[src/rtl/i2cs_pkg.sv]
package i2cs_pkg;
   localparam int BYTE_W    = 8;
   localparam int SUB_W     = 16;
   localparam int NUM_MAPS  = 18;
   localparam int MAP_SEL_W = 5;
   localparam int OFF_W     = BYTE_W + 1;
   localparam logic [MAP_SEL_W-1:0] MAP_NONE = '1;

   typedef enum logic [2:0] {
      ST_IDLE, ST_ADDR, ST_SUBH, ST_SUBL, ST_WDATA, ST_ACK, ST_RDATA, ST_RACK
   } phase_t;

   // Upper subaddress byte of each region; index 0 spans two pages.
   function automatic logic [BYTE_W-1:0] map_page(input int idx);
      case (idx)
         0:  return 8'h1A;
         1:  return 8'hE0;
         2:  return 8'hE2;
         3:  return 8'hE3;
         4:  return 8'hE4;
         5:  return 8'hE6;
         6:  return 8'hE8;
         7:  return 8'hE9;
         8:  return 8'hEC;
         9:  return 8'hEE;
         10: return 8'hF0;
         11: return 8'hF2;
         12: return 8'hF3;
         13: return 8'hF4;
         14: return 8'hF6;
         15: return 8'hF8;
         16: return 8'hFA;
         default: return 8'hFB;
      endcase
   endfunction
endpackage

[src/rtl/i2cs_line_sync.sv]
module i2cs_line_sync #(
   parameter int STAGES = 2
) (
   input  logic clk,
   input  logic rst_n,
   input  logic scl_i,
   input  logic sda_i,
   output logic scl_s,
   output logic sda_s,
   output logic scl_rise,
   output logic scl_fall,
   output logic start_det,
   output logic stop_det
);
   if (STAGES < 2) begin : g_bad_stages
      $error("i2cs_line_sync: STAGES must be at least 2");
   end

   logic [STAGES-1:0] scl_q, sda_q;
   logic              scl_p, sda_p;

   always_ff @(posedge clk or negedge rst_n) begin
      if (!rst_n) begin
         scl_q <= '1;
         sda_q <= '1;
         scl_p <= 1'b1;
         sda_p <= 1'b1;
      end else begin
         scl_q <= {scl_q[STAGES-2:0], scl_i};
         sda_q <= {sda_q[STAGES-2:0], sda_i};
         scl_p <= scl_q[STAGES-1];
         sda_p <= sda_q[STAGES-1];
      end
   end

   assign scl_s     = scl_q[STAGES-1];
   assign sda_s     = sda_q[STAGES-1];
   assign scl_rise  = scl_s & ~scl_p;
   assign scl_fall  = ~scl_s & scl_p;
   assign start_det = scl_s & scl_p & sda_p & ~sda_s;
   assign stop_det  = scl_s & scl_p & ~sda_p & sda_s;
endmodule

[src/rtl/i2cs_map_decode.sv]
module i2cs_map_decode
   import i2cs_pkg::*;
(
   input  logic [SUB_W-1:0]     addr,
   output logic                 hit,
   output logic [MAP_SEL_W-1:0] sel,
   output logic [OFF_W-1:0]     offset
);
   logic [BYTE_W-1:0]   hb, lb;
   logic [NUM_MAPS-1:0] match;

   assign hb = addr[SUB_W-1:BYTE_W];
   assign lb = addr[BYTE_W-1:0];

   for (genvar g = 0; g < NUM_MAPS; g++) begin : g_region
      if (g == 0) begin : g_wide
         assign match[g] = (hb[BYTE_W-1:1] == map_page(g)[BYTE_W-1:1]);
      end else begin : g_page
         assign match[g] = (hb == map_page(g));
      end
   end

   always_comb begin
      sel = MAP_NONE;
      for (int i = NUM_MAPS - 1; i >= 0; i--) begin
         if (match[i]) sel = MAP_SEL_W'(i);
      end
   end

   assign hit    = |match;
   assign offset = match[0] ? {hb[0], lb} : {1'b0, lb};
endmodule

[src/rtl/i2cs_engine.sv]
module i2cs_engine
   import i2cs_pkg::*;
#(
   parameter logic [6:0] DEV_ADDR = 7'h0D
) (
   input  logic              clk,
   input  logic              rst_n,
   input  logic              scl_rise,
   input  logic              scl_fall,
   input  logic              start_det,
   input  logic              stop_det,
   input  logic              sda_s,
   input  logic              sub_hit,
   input  logic [BYTE_W-1:0] rf_rdata,
   output logic              sda_oe,
   output logic              rf_we,
   output logic              rf_re,
   output logic [BYTE_W-1:0] rf_wdata,
   output logic [SUB_W-1:0]  sub
);
   localparam int CNT_W = $clog2(BYTE_W + 1);
   localparam logic [CNT_W-1:0] FULL = CNT_W'(BYTE_W);

   phase_t            st, nxt;
   logic [BYTE_W-1:0] rx, tx;
   logic [CNT_W-1:0]  bits;
   logic              re_q, m_ack, inc_pend;

   always_ff @(posedge clk or negedge rst_n) begin
      if (!rst_n) begin
         st       <= ST_IDLE;
         nxt      <= ST_IDLE;
         rx       <= '0;
         tx       <= '0;
         bits     <= '0;
         re_q     <= 1'b0;
         m_ack    <= 1'b0;
         inc_pend <= 1'b0;
         sda_oe   <= 1'b0;
         rf_we    <= 1'b0;
         rf_re    <= 1'b0;
         rf_wdata <= '0;
         sub      <= '0;
      end else begin
         rf_we <= 1'b0;
         rf_re <= 1'b0;
         re_q  <= rf_re;
         if (re_q) tx <= rf_rdata;

         if (start_det) begin
            st       <= ST_ADDR;
            bits     <= '0;
            sda_oe   <= 1'b0;
            inc_pend <= 1'b0;
         end else if (stop_det) begin
            st       <= ST_IDLE;
            sda_oe   <= 1'b0;
            inc_pend <= 1'b0;
         end else begin
            case (st)
               ST_ADDR, ST_SUBH, ST_SUBL, ST_WDATA: begin
                  if (scl_rise && bits != FULL) begin
                     rx   <= {rx[BYTE_W-2:0], sda_s};
                     bits <= bits + 1'b1;
                  end else if (scl_fall && bits == FULL) begin
                     bits <= '0;
                     case (st)
                        ST_ADDR: begin
                           if (rx[BYTE_W-1:1] == DEV_ADDR) begin
                              sda_oe <= 1'b1;
                              st     <= ST_ACK;
                              if (rx[0]) begin
                                 nxt <= ST_RDATA;
                                 if (sub_hit) rf_re <= 1'b1;
                                 else         tx    <= '0;
                              end else begin
                                 nxt <= ST_SUBH;
                              end
                           end else begin
                              st <= ST_IDLE;
                           end
                        end
                        ST_SUBH: begin
                           sub[SUB_W-1:BYTE_W] <= rx;
                           sda_oe <= 1'b1;
                           st     <= ST_ACK;
                           nxt    <= ST_SUBL;
                        end
                        ST_SUBL: begin
                           sub[BYTE_W-1:0] <= rx;
                           sda_oe <= 1'b1;
                           st     <= ST_ACK;
                           nxt    <= ST_WDATA;
                        end
                        default: begin
                           rf_we    <= sub_hit;
                           rf_wdata <= rx;
                           inc_pend <= 1'b1;
                           sda_oe   <= 1'b1;
                           st       <= ST_ACK;
                           nxt      <= ST_WDATA;
                        end
                     endcase
                  end
               end
               ST_ACK: begin
                  if (scl_fall) begin
                     st   <= nxt;
                     bits <= '0;
                     if (inc_pend) begin
                        sub      <= sub + 1'b1;
                        inc_pend <= 1'b0;
                     end
                     if (nxt == ST_RDATA) begin
                        sda_oe <= ~tx[BYTE_W-1];
                        tx     <= {tx[BYTE_W-2:0], 1'b0};
                     end else begin
                        sda_oe <= 1'b0;
                     end
                  end
               end
               ST_RDATA: begin
                  if (scl_rise) begin
                     bits <= bits + 1'b1;
                  end else if (scl_fall) begin
                     if (bits == FULL) begin
                        sda_oe <= 1'b0;
                        sub    <= sub + 1'b1;
                        st     <= ST_RACK;
                     end else begin
                        sda_oe <= ~tx[BYTE_W-1];
                        tx     <= {tx[BYTE_W-2:0], 1'b0};
                     end
                  end
               end
               ST_RACK: begin
                  if (scl_rise) begin
                     m_ack <= ~sda_s;
                     if (!sda_s) begin
                        if (sub_hit) rf_re <= 1'b1;
                        else         tx    <= '0;
                     end
                  end else if (scl_fall) begin
                     bits <= '0;
                     if (m_ack) begin
                        st     <= ST_RDATA;
                        sda_oe <= ~tx[BYTE_W-1];
                        tx     <= {tx[BYTE_W-2:0], 1'b0};
                     end else begin
                        st <= ST_IDLE;
                     end
                  end
               end
               default: ;
            endcase
         end
      end
   end
endmodule

[src/rtl/i2cs_regslave.sv]
module i2cs_regslave
   import i2cs_pkg::*;
#(
   parameter logic [6:0] DEV_ADDR    = 7'h0D,
   parameter int         SYNC_STAGES = 2
) (
   input  logic                 clk,
   input  logic                 rst_n,
   input  logic                 scl_i,
   input  logic                 sda_i,
   output logic                 sda_oe,
   output logic [SUB_W-1:0]     rf_addr,
   output logic [MAP_SEL_W-1:0] rf_map,
   output logic [OFF_W-1:0]     rf_offset,
   output logic                 rf_hit,
   output logic                 rf_we,
   output logic                 rf_re,
   output logic [BYTE_W-1:0]    rf_wdata,
   input  logic [BYTE_W-1:0]    rf_rdata
);
   if (DEV_ADDR < 7'h08 || DEV_ADDR > 7'h77) begin : g_bad_addr
      $error("i2cs_regslave: DEV_ADDR lies in a reserved address range");
   end

   logic scl_s, sda_s, scl_rise, scl_fall, start_det, stop_det;

   i2cs_line_sync #(.STAGES(SYNC_STAGES)) u_sync (
      .clk       (clk),
      .rst_n     (rst_n),
      .scl_i     (scl_i),
      .sda_i     (sda_i),
      .scl_s     (scl_s),
      .sda_s     (sda_s),
      .scl_rise  (scl_rise),
      .scl_fall  (scl_fall),
      .start_det (start_det),
      .stop_det  (stop_det)
   );

   i2cs_map_decode u_dec (
      .addr   (rf_addr),
      .hit    (rf_hit),
      .sel    (rf_map),
      .offset (rf_offset)
   );

   i2cs_engine #(.DEV_ADDR(DEV_ADDR)) u_eng (
      .clk       (clk),
      .rst_n     (rst_n),
      .scl_rise  (scl_rise),
      .scl_fall  (scl_fall),
      .start_det (start_det),
      .stop_det  (stop_det),
      .sda_s     (sda_s),
      .sub_hit   (rf_hit),
      .rf_rdata  (rf_rdata),
      .sda_oe    (sda_oe),
      .rf_we     (rf_we),
      .rf_re     (rf_re),
      .rf_wdata  (rf_wdata),
      .sub       (rf_addr)
   );
endmodule

[config.mk]
export PLATFORM = sky130hd
export DESIGN_NAME = i2cs_regslave
export DESIGN_NICKNAME = d
export VERILOG_FILES = /design/src/rtl/i2cs_pkg.sv /design/src/rtl/i2cs_line_sync.sv /design/src/rtl/i2cs_map_decode.sv /design/src/rtl/i2cs_engine.sv /design/src/rtl/i2cs_regslave.sv
export SDC_FILE = /design/constraint.sdc
export NUM_CORES = 1
export LEC_CHECK = 0
export BUFFER_PORTS_ARGS = -buffer_cell sky130_fd_sc_hd__clkbuf_2
export CAP_MARGIN = 30
export CORE_MARGIN = 3
export CORE_UTILIZATION = 35
export CTS_BUF_LIST = sky130_fd_sc_hd__clkbuf_2 sky130_fd_sc_hd__clkbuf_4 sky130_fd_sc_hd__clkbuf_8
export DETAILED_ROUTE_END_ITERATION = 10
export GPL_TIMING_DRIVEN = 0
export HOLD_SLACK_MARGIN = 0.05
export PLACE_DENSITY_LB_ADDON = 0.15
export REMOVE_ABC_BUFFERS = 1
export SLEW_MARGIN = 0
export SYNTH_ARGS = -nofsm -noshare
export SYNTH_HDL_FRONTEND = slang
export SYNTH_SLANG_ARGS = --single-unit
export TNS_END_PERCENT = 100
[constraint.sdc]
create_clock -name clk -period 2.05 [get_ports clk]
set_input_delay 0.41 -clock clk [delete_from_list [all_inputs] [get_ports clk]]
set_output_delay 0.41 -clock clk [all_outputs]
set_load 0.02 [all_outputs]
==> impl.org, run 1 <==
** Min path
- Startpoint of the worst hold path :: scl_i
- Type of the tightest min-delay check :: primary input to flip-flop

** STA
- At the pin with the least slew margin, the transition time is 0.4723 ns.
- Worst slew slack as a fraction of its limit :: 0.6851
- Post-layout minimum cycle time :: 2.199 ns
- Setup repair after global routing could not meet its margin everywhere.
- Highest achievable clock rate :: 454.8 MHz
- Final Max Tran Viols :: 0
- Total count of hold-check failures in the final report :: 0
- Of the available clock period, the critical path in the final layout requires 1.072.
- In the post-route analysis, the smallest setup slack over all paths is -0.1486 ns.
- Setup-violating endpoint count in the final report :: 6
- Worst slack on hold paths :: 0.1317 ns
- Between clock sinks in the finished design, the worst skew comes to 0.006451 ns.

** Critical path
- The setup path with the least slack is of type flip-flop to output port.
- In this run the critical register-to-register path is captured at u_eng.tx[4].
- The most critical setup path has its startpoint at u_eng.sub[9].
- Nature of the critical path startpoint :: flip-flop
- Data on the critical path is required at its endpoint by 1.64 ns.
- Gate family responsible for the most delay along the worst path :: simple AND/OR/NAND/NOR gates
- Of all nets on the critical path, the largest fanout is 5.
- Walking the worst path, the cells encountered are or3_4 > a21oi_2 > nor2_2 > nor2_4 > inv_4 > buf_8.
- Critical path destination :: rf_hit
- CP max stage cell :: sky130_fd_sc_hd__dfrtp_2
- For this run, the slowest stage of the critical path takes 0.46 ns.
- STA classifies the critical path endpoint as an output port.
- Worst reg2reg path startpoint :: u_eng.sub[9]
- Buf+Inv Stages, Crit Path :: 2
- The worst register-to-register path has a setup slack of -0.02 ns.
- Worst path depth :: 6
- Data arrival, critical path :: 1.79 ns
- Measured in cells, the most critical reg-to-reg path has a length of 8.

** Place
- Routability-driven placement finished with a final weighted congestion of 0.8122.
- Half-perimeter wire length after placement :: 7136 um
- Input and output buffers added on the ports amount to 53.

** Final layout
- In the final layout, the share of cells above drive strength 1 is 0.4154.
- The layout has 1072 filler cells.
- The multi-input combinational cells in the finished layout cover a total of 2572 um2.
- Antenna cell count :: 0
- Area taken by flip-flops and latches :: 1584 um2
- Most used cells in the layout excluding fill and tap cells :: sky130_fd_sc_hd__nand2_1 (45), sky130_fd_sc_hd__clkbuf_2 (45), sky130_fd_sc_hd__dfrtp_1 (42)
- Area growth, synth to finish :: 31.69%
- Measured on the finished design, the core utilization comes to 0.4798.
- For this run, the post-layout net count is 542.

** Logic synthesis
- Proportion of netlist area held by the largest area contributor :: 0.3487
- Synthesis inferred 62 register bits.
- Synthesized netlist cell count :: 456
- Share of flip-flops with an asynchronous set or reset after synthesis :: 1.000
- The synthesized netlist occupies a cell area of 4019 um2.
- For this run, the number of Yosys warnings is 0.
- Number of flops mapped to enable cells by yosys :: 0
- After synthesis, the mean cell area works out to 8.813 um2.
- By area the synthesized netlist is led by sky130_fd_sc_hd__dfrtp_1 (35%), sky130_fd_sc_hd__a21oi_1 (5.4%), sky130_fd_sc_hd__nand2_1 (4.4%).
- Post-synth cell types :: 75
- Sequential area share after synthesis :: 0.3879
- The biggest area contributor in the post-synthesis netlist is sky130_fd_sc_hd__dfrtp_1.
- Among all flip-flop cells after synthesis, the most frequent one is sky130_fd_sc_hd__dfrtp_1.

** Detailed routing
- Via-per-instance ratio :: 5.664
- The final layout contains routed wiring with a total length of 11550 um.
- Antenna-violating nets left :: 0
- After the first detailed-routing iteration, the DRC count stood at 210.
- Wirelength per Cell :: 17.18 um
- For this block, the via count after detailed routing is 3806.
- The first detailed-routing pass ran for 5 iterations.
- DRC :: 0

** Floorplanning
- The core region is 11030 um2.
- Initial core utilization :: 0.3643
- Die height :: 113.2 um
- Row count :: 38
- DIE WIDTH :: 113.2 um
- The floorplan step defined a die boundary enclosing 12800 um2.
- I/O pin count :: 54

** Clock tree
- The H-tree was split into 3 levels.
- Clock-pin slew was measured on the worst setup and hold paths at 0.08 ns.
- TritonCTS built the clock tree.
- The cell sitting at the root of the clock tree is a sky130_fd_sc_hd__clkbuf_8.
- Total clock buffers created by CTS :: 9
- The longest clock path from root to sink contains 2 buffers.
- The later pin in the worst-skew pair is clocked with a latency of 0.36 ns.
- Number of sinks handled by clock tree synthesis :: 62

** Pwr
- Leakage power figure :: 2.271 nW
- The worst-case IR drop observed on VDD is 739.9 uV.
- For this design the ratio of total power to cell area is 1303 nW/um2.

** Global routing
- Global Route Usage Sum :: 0.1823
- Number of antenna violations at the first check in global routing :: 0
- Global-route wire length before repair :: 19050 um
- GR Overflow Total :: 0
- Vias in the first global route :: 3692
- Entering global routing, the biggest net connects 39 pins.

** Status
- Violated checks :: setup timing
- The flow ran to the end, but the final reports show violations.

** Flow run
- Maximum capacitance violations :: 0
## metal layers
metal  GRT usage  vias to the layer above  wire [um]
met5           0                        -          0
met4     0.04647                        0        121
met3     0.04225                       10        541
met2      0.2986                      115       5608
met1      0.2434                     1876       5274
li1            -                     1805          -
## power by group
part | internal (mW) | switching (mW)
clock | 0.726 | 0.543
combinational | 1.54 | 1.88
sequential | 1.53 | 0.672
## registers in the layout, summed over array words and instances (netlist names), 3 cells and up
signal / count
u_eng.bits: 4
u_eng.nxt: 3
u_eng.rf_wdata: 8
u_eng.rx: 8
u_eng.st: 3
u_eng.sub: 16
u_eng.tx: 8
## cells by family after synthesis
| group | after synthesis | share of synthesized area |
|---|---|---|
| adders and majority gates | 3 | 0.009341 |
| muxes | 29 | 0.07846 |
| buffers and inverters | 51 | 0.06569 |
| xor gates and xnor gates | 4 | 0.008719 |
| DFF | 62 | 0.3879 |
| and+or+nand+nor | 162 | 0.2098 |
| AOI/OAI and AO/OA | 145 | 0.2400 |
## timing repair
item / CTS / global route
pin swaps: 13 / 27
hold endpoints to repair: 18 / 0
gates resized for setup: 51 / 65
setup buffers: 35 / 7
gates cloned: 1 / 0
hold buffers: 1 / 0
setup endpoints to repair: 58 / 40
## per-stage QoR
| stage | TNS, ns | cell area [um2] | setup WS (ns) | power (mW) | instances |
|---|---|---|---|---|---|
| final | -0.5802 | 5293 | -0.1486 | 6.896 | 672 |
| after global routing | -1.824 | 5293 | -0.2217 | 7.387 | 672 |
| after CTS | -0.7022 | 4967 | -0.1603 | 6.458 | 665 |
| after detailed placement | -13.55 | 4282 | -0.4841 | 4.621 | 612 |
| after global placement | -21.99 | 4240 | -1.178 | 4.545 | 610 |
| after floorplan | -4.812 | 3800 | -0.4383 | 3.766 | 417 |
## synthesized netlist by cell type, drive strengths merged, types with 3 or more instances
cell type,number
nand3,17
mux2i,9
o21bai,4
dfrtp,56
ha,3
mux2,20
nor2,35
o22ai,6
nor3,6
or3,6
buf,26
and3,7
a21o,6
dfstp,6
nand3b,6
a21oi,46
nand4b,3
clkbuf,13
o21ai,28
nor4,4
a31oi,9
inv,12
o211ai,8
o221ai,4
o21a,3
o22a,7
nand2b,8
nor2b,9
nand2,47
## area by class of cell
class | instances | share of cell area
multi-input combinational | 344 | 0.4861
clock buffer | 10 | 0.02600
clock inverter | 6 | 0.01773
timing repair buffer | 98 | 0.1288
inverter | 12 | 0.008983
sequential | 62 | 0.2993
tap | 140 | 0.03310
## how the worst min path moves through the flow
stage,end,depth (start not counted)
final,u_sync.scl_q[0],1
after global routing,u_sync.sda_q[0],1
after CTS,u_sync.scl_q[0],1
after detailed placement,u_sync.scl_q[1],0
after global placement,u_sync.scl_q[1],0
after floorplan,u_eng.bits[0],0
No activity file was read; power rests on OpenSTA's default activity.
==> run 2: changes to the inputs <==
CORE_UTILIZATION = 45   (was 35)
==> run 2 against run 1 <==
The flow still finishes with violations (setup timing). Global-route usage up 3.2 points. Fmax down 0.24%. Die area down 21%. Clock skew up 0.0023 ns. Non-clock buffer count up 2. Final cell count down 5.2%. Clock power down 14%. Via count up 0.71%. Critical path depth down 1. Register-to-register slack worse by 0.04 ns. Cell area down 3.2%. Core utilization up 13 points. Largest cell class unchanged.
==> impl.org, run 2 (synthesis results as in run 1) <==
** STA
- Setup-violating endpoint count in the final report :: 9 (+3)
- Worst-case clock skew :: 0.008741 ns (+0.002289 ns)
- The minimum clock period is 2.204 ns (+0.005308 ns).
- The final period utilization was 1.075 (+0.002589).
- Final Max Tran Viols :: 0 (unchanged)
- The worst setup slack after layout is -0.1539 ns (-0.005308 ns).
- Highest achievable clock rate :: 453.7 MHz (-0.24%)
- Worst slew slack as a fraction of its limit :: 0.4203 (-0.2648)
- The transition time of the tightest slew-check pin is 0.8695 ns (+0.3972 ns).
- Total count of hold-check failures in the final report :: 0 (unchanged)
- Setup repair after global routing could not meet its margin everywhere.

** Place
- Worst slack at placement :: -0.4557 ns (+0.02841 ns)
- The total placed instance area is 4218 um2 (-1.5%).
- The HPWL after detailed placement was 6666 um (-6.6%).
- PortBufs :: 53 (unchanged)
- Final weighted congestion in routability-driven placement :: 0.8718 (+7.3%)
- Placed Cells incl. Taps :: 576 (-5.9%)

** Floorplanning
- The die span in y is 100.5 um (-11%).
- The number of rows created at floorplan came to 33 (-13%).
- The top-level I/O count is 54 (unchanged).
- The core footprint is 8423 um2 (-24%).
- The die area is 10100 um2 (-21%).
- DIE WIDTH :: 100.5 um (-11%)
- The initial cell density of the core is 0.4771 (+0.1128).

** Detailed routing
- Detailed Route Iter0 Violations :: 352 (+68%)
- Antenna-violating nets left :: 0 (unchanged)
- The total wire length after detailed routing is 10750 um (-6.9%).
- The number of design rule violations left after detail routing is 0 (unchanged).
- Wirelength per Cell :: 16.87 um (-1.8%)
- The via total after detailed routing was 3833 (+0.71%).
- The via count normalized by instance count came to 6.017 (+6.2%).
- The number of search-and-repair iterations in the first detailed-routing pass was 6 (+1).

** Global routing
- Global-route wire length before repair :: 17630 um (-7.5%)
- The number of antenna violations at the first check in global routing was 0 (unchanged).
- The via count of the first global-routing pass is 3573 (-3.2%).
- The aggregate global-route resource usage was 0.2143 (+0.03206).
- GR Overflow Total :: 0 (unchanged)
- The pin count of the biggest net entering global routing came to 63 (+62%).

** Clock tree
- The total number of clock tree sinks was 62 (unchanged).
- The number of hold-repair buffers added at the cts stage is 0 (-1).
- Clock-pin slew on the worst setup and hold paths :: 0.07 ns (about the same)
- The clock latency on the worst-skew pair was 0.34 ns (-0.02 ns).
- In this run the clock root is driven by a sky130_fd_sc_hd__clkbuf_8.
- TritonCTS built the clock tree.
- # H-tree levels :: 3 (unchanged)
- Total clock buffers created by CTS :: 9 (unchanged)
- Maximum clock path buffer count :: 2 (unchanged)

** Pwr
- Leakage power figure :: 2.220 nW (-2.2%)
- The sum of internal, switching and leakage power is 6.541 mW (-5.2%).
- The areal power density over the cells is 1277 nW/um2 (-2.0%).
- The worst ir drop on vdd is 658.0 uV (-11%).

** Final layout
- Most common cell after layout, fill and taps aside :: sky130_fd_sc_hd__clkbuf_2
- Counting flops per register, the top entry is u_eng.sub.
- Fin area :: 5122 um2 (-3.2%)
- The ratio of cells with drive above 1 in the final layout is 0.3966 (-0.01880).
- Max FFs per register :: 16 (unchanged)
- Final core utilization :: 0.6081 (+0.1283)
- The area growth from synthesis to layout is 27.46%.
- Post-route non-filler standard cell count :: 637 (-5.2%)
- The library cells used most frequently in the layout, excluding fill and tap cells, are sky130_fd_sc_hd__clkbuf_2 (49), sky130_fd_sc_hd__nand2_1 (47), sky130_fd_sc_hd__buf_4 (42), sky130_fd_sc_hd__dfrtp_1 (42), sky130_fd_sc_hd__a21oi_1 (37).
- Final nets :: 543 (+0.18%)
- The diode insertion count for antenna repair came to 0 (unchanged).

** Min path
- In this run the worst hold path is classified as primary input to flip-flop.
- The worst hold path stage count was 1 (unchanged).
- Capture endpoint of the worst hold path :: u_sync.sda_q[0]
- The startpoint identified for the worst hold timing path is sda_i.

** Critical path
- The most numerous cell type found on the critical path is sky130_fd_sc_hd__buf_4.
- The worst setup path is launched from a flip-flop.
- End of the worst register-to-register path :: u_eng.tx[4]
- The largest fanout on the critical path is 6 (+1).
- Required time at the worst-slack endpoint :: 1.64 ns (about the same)
- In this run the worst setup path begins at u_eng.sub[12].
- Type of destination of the critical path :: output port
- Among all stages on the critical path, the largest delay is contributed by sky130_fd_sc_hd__dfrtp_2.
- Worst R2R Path Depth :: 9 (+1)
- R2R setup slack :: -0.06 ns (-0.04 ns)
- The data arrival time of the critical path is 1.79 ns (about the same).
- Chain of cells forming the critical path :: nand4b_1 > buf_4 > o41ai_2 > a31oi_1 > buf_4
- Maximum single-stage delay on the critical path :: 0.45 ns (about the same)
- Setup CP Type :: flip-flop to output port
- Worst reg2reg path startpoint :: u_eng.sub[9]

** Flow run
- Maximum capacitance violations :: 0 (unchanged)

** Status
- Status :: complete, but fails checks
- The checks that failed: setup timing.
run 2: cell types whose count changed in the layout (fill, tap and decap cells not counted), sizes merged:
cell,change
dlygate4sd3,-1
buf,-3
a211o,-1
bufinv,-1
clkinv,-1
clkinvlp,+1
clkbuf,+6
run 2: how the worst max path moves through the flow:
stage,to,slack (ns),cells after the start
2_1_floorplan,u_eng.sub[14],-0.44,4
3_3_place_gp,u_eng.sub[4],-1.20,4
3_5_place_dp,u_eng.sub[2],-0.46,6
4_1_cts,rf_hit,-0.13,6
5_1_grt,rf_map[0],-0.26,7
6_report,rf_map[0],-0.15,5
run 2: critical path, delay by kind of cell, from the launching register on:
family                 cells  cell delay, ns
and+or+nand+nor            1            0.26
buffers and inverters      2            0.36
DFF                        1            0.45
AOI/OAI and AO/OA          2            0.38
run 2: what timing repair did:
| item | CTS | global route |
|---|---|---|
| setup buffers | 31 | 14 |
| endpoints found under the setup margin | 57 | 42 |
| resized for setup | 46 | 43 |
| cloned | 0 | 1 |
| pin swaps | 18 | 21 |
run 2: where the power goes:
part	switching [mW]	leakage (nW)	total, mW	internal, mW
combinational	1.79	1.34	3.26	1.47
sequential	0.654	0.783	2.19	1.54
clock	0.501	0.0948	1.09	0.590
run 2: stage by stage:
step	hold slack, ns	TNS (ns)
floorplan	0.1144	-4.812
global placement	0.3463	-21.28
detailed placement	0.3468	-12.96
CTS	0.1319	-0.5795
global route	0.1258	-2.588
finish	0.1448	-0.7678
run 2: layer usage:
layer | vias to the layer above | part of all wire | track usage
met5 | - | 0 | 0
met4 | 0 | 0.015 | 0.05699
met3 | 17 | 0.054 | 0.04913
met2 | 133 | 0.47 | 0.3400
met1 | 1878 | 0.46 | 0.2963
li1 | 1805 | - | -
run 2: area by class of cell:
type / count / area (um2)
well taps: 105 / 131.4
flip-flops and latches: 62 / 1584
clock inverters: 5 / 58.81
fillers: 740 / 3301
clock buffers: 10 / 137.6
inverters: 12 / 47.55
repair buffers: 100 / 695.7
multi-input cells: 343 / 2467
